`src/rtl/rsqrt_seed.sv`:
```
module rsqrt_seed #(
  parameter int EW = 8,
  parameter int FW = 23,
  parameter int IW = 6,
  parameter int SW = 8,
  parameter logic [EW-1:0] EXP_K = 8'hBD,
  localparam int DW = 1 + EW + FW
) (
  input  logic          clk,
  input  logic          rst_n,
  input  logic          in_valid,
  input  logic [DW-1:0] in_op,
  output logic          out_valid,
  output logic [DW-1:0] out_result,
  output logic          out_invalid,
  output logic          out_exc
);
  localparam logic [DW-1:0] QNAN_W  = 32'h7FC00000;
  localparam logic [DW-1:0] NEGOP_W = 32'h7FC00004;

  function automatic logic [SW-2:0] half_seed(input logic [IW-1:0] k);
    case (k)
      6'd0:  half_seed = 7'd126; 6'd1:  half_seed = 7'd122; 6'd2:  half_seed = 7'd119; 6'd3:  half_seed = 7'd115;
      6'd4:  half_seed = 7'd112; 6'd5:  half_seed = 7'd108; 6'd6:  half_seed = 7'd105; 6'd7:  half_seed = 7'd102;
      6'd8:  half_seed = 7'd100; 6'd9:  half_seed = 7'd97;  6'd10: half_seed = 7'd94;  6'd11: half_seed = 7'd92;
      6'd12: half_seed = 7'd89;  6'd13: half_seed = 7'd87;  6'd14: half_seed = 7'd84;  6'd15: half_seed = 7'd82;
      6'd16: half_seed = 7'd80;  6'd17: half_seed = 7'd78;  6'd18: half_seed = 7'd76;  6'd19: half_seed = 7'd74;
      6'd20: half_seed = 7'd72;  6'd21: half_seed = 7'd70;  6'd22: half_seed = 7'd68;  6'd23: half_seed = 7'd66;
      6'd24: half_seed = 7'd65;  6'd25: half_seed = 7'd63;  6'd26: half_seed = 7'd61;  6'd27: half_seed = 7'd60;
      6'd28: half_seed = 7'd58;  6'd29: half_seed = 7'd57;  6'd30: half_seed = 7'd55;  6'd31: half_seed = 7'd54;
      6'd32: half_seed = 7'd51;  6'd33: half_seed = 7'd49;  6'd34: half_seed = 7'd46;  6'd35: half_seed = 7'd44;
      6'd36: half_seed = 7'd41;  6'd37: half_seed = 7'd39;  6'd38: half_seed = 7'd37;  6'd39: half_seed = 7'd35;
      6'd40: half_seed = 7'd33;  6'd41: half_seed = 7'd31;  6'd42: half_seed = 7'd29;  6'd43: half_seed = 7'd27;
      6'd44: half_seed = 7'd26;  6'd45: half_seed = 7'd24;  6'd46: half_seed = 7'd22;  6'd47: half_seed = 7'd21;
      6'd48: half_seed = 7'd19;  6'd49: half_seed = 7'd18;  6'd50: half_seed = 7'd16;  6'd51: half_seed = 7'd15;
      6'd52: half_seed = 7'd13;  6'd53: half_seed = 7'd12;  6'd54: half_seed = 7'd11;  6'd55: half_seed = 7'd9;
      6'd56: half_seed = 7'd8;   6'd57: half_seed = 7'd7;   6'd58: half_seed = 7'd6;   6'd59: half_seed = 7'd5;
      6'd60: half_seed = 7'd4;   6'd61: half_seed = 7'd3;   6'd62: half_seed = 7'd2;   default: half_seed = 7'd1;
    endcase
  endfunction

  logic          sgn;
  logic [EW-1:0] ex, ex_m1, new_ex;
  logic [FW-1:0] fr;
  logic          is_nan, is_snan, is_inf, is_zd, bad;
  logic [IW:0]   idx;
  logic [SW-1:0] seed;
  logic [DW-1:0] res_d;

  assign sgn     = in_op[DW-1];
  assign ex      = in_op[DW-2 -: EW];
  assign fr      = in_op[FW-1:0];
  assign is_nan  = (&ex) && (|fr);
  assign is_snan = is_nan && !fr[FW-1];
  assign is_inf  = (&ex) && !(|fr);
  assign is_zd   = (ex == '0);
  assign bad     = is_snan || (!is_nan && !is_zd && sgn);

  assign ex_m1  = ex - 1'b1;
  assign idx    = {ex_m1[0], fr[FW-1 -: IW]};
  assign seed   = {half_seed(idx[IW:1]), ~idx[0]};
  assign new_ex = EXP_K - {1'b0, ex_m1[EW-1:1]};

  always_comb begin
    if (is_nan)      res_d = QNAN_W;
    else if (is_zd)  res_d = {sgn, {EW{1'b1}}, {FW{1'b0}}};
    else if (sgn)    res_d = NEGOP_W;
    else if (is_inf) res_d = '0;
    else             res_d = {1'b0, new_ex, seed, {(FW-SW){1'b0}}};
  end

  always_ff @(posedge clk or negedge rst_n) begin
    if (!rst_n) begin
      out_valid   <= 1'b0;
      out_result  <= '0;
      out_invalid <= 1'b0;
      out_exc     <= 1'b0;
    end else begin
      out_valid <= in_valid;
      if (in_valid) begin
        out_result  <= res_d;
        out_invalid <= bad;
        out_exc     <= bad;
      end
    end
  end
endmodule


```
`config.mk`:
```
export PLATFORM = sky130hd
export DESIGN_NAME = rsqrt_seed
export DESIGN_NICKNAME = d
export VERILOG_FILES = /design/src/rtl/rsqrt_seed.sv
export SDC_FILE = /design/constraint.sdc
export NUM_CORES = 1
export LEC_CHECK = 0
export BUFFER_PORTS_ARGS = -buffer_cell sky130_fd_sc_hd__buf_2
export CAP_MARGIN = 25
export CORE_MARGIN = 10
export CORE_UTILIZATION = 51
export DETAILED_ROUTE_END_ITERATION = 7
export PLACE_DENSITY = 0.9
export SYNTH_ARGS = -nofsm -noshare
export SYNTH_HDL_FRONTEND = slang
export SYNTH_SLANG_ARGS = --single-unit
```
`constraint.sdc`:
```
create_clock -name clk -period 1.2 [get_ports clk]
set_input_delay 0.18 -clock clk [delete_from_list [all_inputs] [get_ports clk]]
set_output_delay 0.18 -clock clk [all_outputs]
set_load 0.01 [all_outputs]
```
==> flow_summary.json <==
{
  "status": "complete, but fails checks",
  "violations": "setup timing",
  "fin_crit_ns": 1.63,
  "hold_class": "in -> reg",
  "fp.dieArea_um2": 6830,
  "numCtsBuffers": 3,
  "grt_setup_unrepaired": "yes",
  "cts_tree": "built",
  "maxCapViolCount": 0,
  "final_nets": 404,
  "insertion_delay_ns": 0.26,
  "wl_per_cell_um": 20.7,
  "htree_levels": 1,
  "cts_sinks": 20,
  "gp_congestion": 0.932,
  "fin_worst_skew_ns": 0,
  "cp.required_ns": 1.31,
  "grt_max_degree": 22,
  "synth-edff-count": 0,
  "r2r_start": "out_result[27]$_DFFE_PN0P_",
  "synth_area_um2": 2000,
  "synthArstFlopShare": 1.00,
  "die_h_um": 82.7,
  "r2r_cells": 3,
  "swShare": 0.356,
  "layout_commonest_cell": "buf_4",
  "power_leakage_nw": 1.46,
  "die_w_um": 82.7,
  "r2r-end": "out_result[27]$_DFFE_PN0P_",
  "synth.yosys.seq_area_share": 0.250,
  "finalSetupViolations": 19,
  "final_area_um2": 3230,
  "drt-total-wl_um": 8400,
  "power_frac_comb": 0.468,
  "power_density_nw_per_um2": 702,
  "hp-start": "in_valid",
  "place_area_um2": 2780,
  "seqPwrFrac": 0.343,
  "ys_warn_count": 0,
  "root_buffer": "clkbuf_8",
  "drt-initial-drc-count": 238,
  "power_frac_clock": 0.188,
  "final_cell_mix": "57 x buf_4, 50 x buf_2, 21 x nor2_1",
  "layout_setup_ws_ns": -0.426,
  "drive_gt1_frac": 0.549,
  "hpwlAfterDp_um": 5250,
  "yosys-top-cells-area": "dfrtp_1 25%, buf_4 6.4%, ha_1 6.3%, a21oi_1 4.8%, nor2_1 4.1%",
  "hold_depth": 1,
  "grt_overflow": 0,
  "synthCells": 250,
  "syn_to_final_growth_pct": 61.4,
  "min_period_over_period": 1.35,
  "clk_pin_slew_ns": 0.07,
  "hold_end": "out_valid$_DFF_PN0_",
  "cp.arrival_ns": 1.73,
  "drc": 0,
  "p_int_mw": 1.46,
  "grt_usage": 0.206,
  "dominantRegCellSynth": "dfrtp_1",
  "grt_pass1_wl_um": 11300,
  "first_global_vias": 2400,
  "clockBufferDepth": 2,
  "via_count": 2441,
  "via_per_inst": 6.03,
  "finish.utilization": 0.869,
  "hold_violations": 0,
  "start_kind": "input pin",
  "antenna_cells": 0,
  "vdd_drop_max_mv": 0.633,
  "path_class": "in -> reg",
  "cp-end-kind": "flip-flop",
  "synth_largest_area_cell": "dfrtp_1",
  "synth_cell_types": 57,
  "synth_top_area_share": 0.250,
  "syn_avg_cell_area_um2": 8.01,
  "io_pins": 70,
  "rows": 22,
  "synth-seq-cells": 20,
  "postRouteAntennaNets": 0,
  "antenna_found_initial": 0,
  "p_sw_mw": 0.808,
  "rrSetupSlack_ns": 0.10,
  "port-buffer-count": 55,
  "first_pass_iters": 4,
  "start_util": 0.539,
  "max_freq_mhz": 615,
  "coreArea_um2": 3720,
  "drv_slew": 0,
  "worstPathMaxFanout": 6
}
power groups by stage:
stage	Sequential (mW)	Clock, mW	Combinational [mW]
4_1_cts	0.773	0.429	0.928
6_report	0.779	0.427	1.06
3_5_place_dp	0.784	0	0.857
3_3_place_gp	0.780	0	0.827
5_1_grt	0.784	0.453	1.13
2_1_floorplan	0.813	0	0.517
timing repair:
item	CTS	global route
hold endpoints to repair	20	0
resized for setup	36	24
hold buffers	1	0
setup buffers	3	13
setup endpoints to repair	19	19
pin swaps	13	23
routing by layer:
| metal | GRT usage | part of all wire |
|---|---|---|
| met1 | 0.220 | 0.34 |
| met2 | 0.383 | 0.52 |
| met3 | 0.0454 | 0.077 |
| met4 | 0.0819 | 0.062 |
| met5 | 0 | 0 |
cells in the mapped netlist, drive strengths merged (2+ instances only):
cell and number:
o221ai 3, o22ai 5, nor2 22, mux2i 4
clkbuf 11, nand2 19, nor4 6, mux4 3
nor2b 3, buf 22, nand2b 4, o32ai 2
nand3 6, o211ai 2, a31oi 4, or3b 3
or4 2, a21oi 19, xor2 4, xnor2 4
nor3 4, o311ai 2, o2bb2ai 5, inv 15
ha 10, o21ai 13, nand4 3, a211oi 4
dfrtp 20, a21o 3, or3 3, or2 3
logic make-up (layout without fill, tap and decap cells):
kind of cell	count (synthesis)	in the layout	share of synthesized area
AOI/OAI and AO/OA	71	71	0.238
xor gates and xnor gates	8	8	0.0350
adders and majority gates	11	11	0.0675
buffers and inverters	48	142	0.127
DFF	20	20	0.250
muxes	7	7	0.0537
other	1	14	0.00187
and+or+nand+nor	84	84	0.227
final cells by class:
| type | instances | area [um^2] |
|---|---|---|
| clock buffer | 3 | 41.3 |
| fill | 196 | 485 |
| inverter | 15 | 71.3 |
| multi-input combinational | 195 | 1660 |
| sequential | 20 | 500 |
| tap | 48 | 60.1 |
| timing repair buffer | 124 | 902 |
how the worst max path moves through the flow:
stage	to	slack, ns	cells after the start	start
detailed placement	out_result[28]$_DFFE_PN0P_	-0.66	9	in_op[24]
floorplan	out_result[29]$_DFFE_PN0P_	-0.65	9	in_op[23]
global route	out_result[27]$_DFFE_PN0P_	-0.48	8	in_op[18]
global placement	out_result[29]$_DFFE_PN0P_	-0.62	8	in_op[24]
finish	out_result[27]$_DFFE_PN0P_	-0.43	8	in_op[18]
CTS	out_result[27]$_DFFE_PN0P_	-0.33	8	in_op[18]
registers in the layout, indices dropped and copies added, names as in the netlist:
register and count:
out_valid 1, out_invalid 1, out_result 18
worst max-delay path, cell delays in order:
cell and delay [ns]:
buf_6 0.10, clkinvlp_4 0.09, ha_4 0.13, or4b_4 0.50, nor4_4 0.22, nand2_2 0.17, nand4b_1 0.19, o221ai_1 0.15
through the flow:
stage                     TNS, ns  power, mW  hold WS [ns]  setup WS [ns]  std cells
final                       -4.91       2.27         0.110         -0.426        405
after floorplan             -6.90       1.33        -0.116         -0.651        263
after detailed placement   -10.44       1.64         0.148         -0.659        386
after global placement      -9.56       1.61         0.141         -0.619        386
after global routing        -5.92       2.37         0.108         -0.479        405
after CTS                   -3.97       2.13         0.104         -0.326        393
No activity file was read; power rests on OpenSTA's default activity.
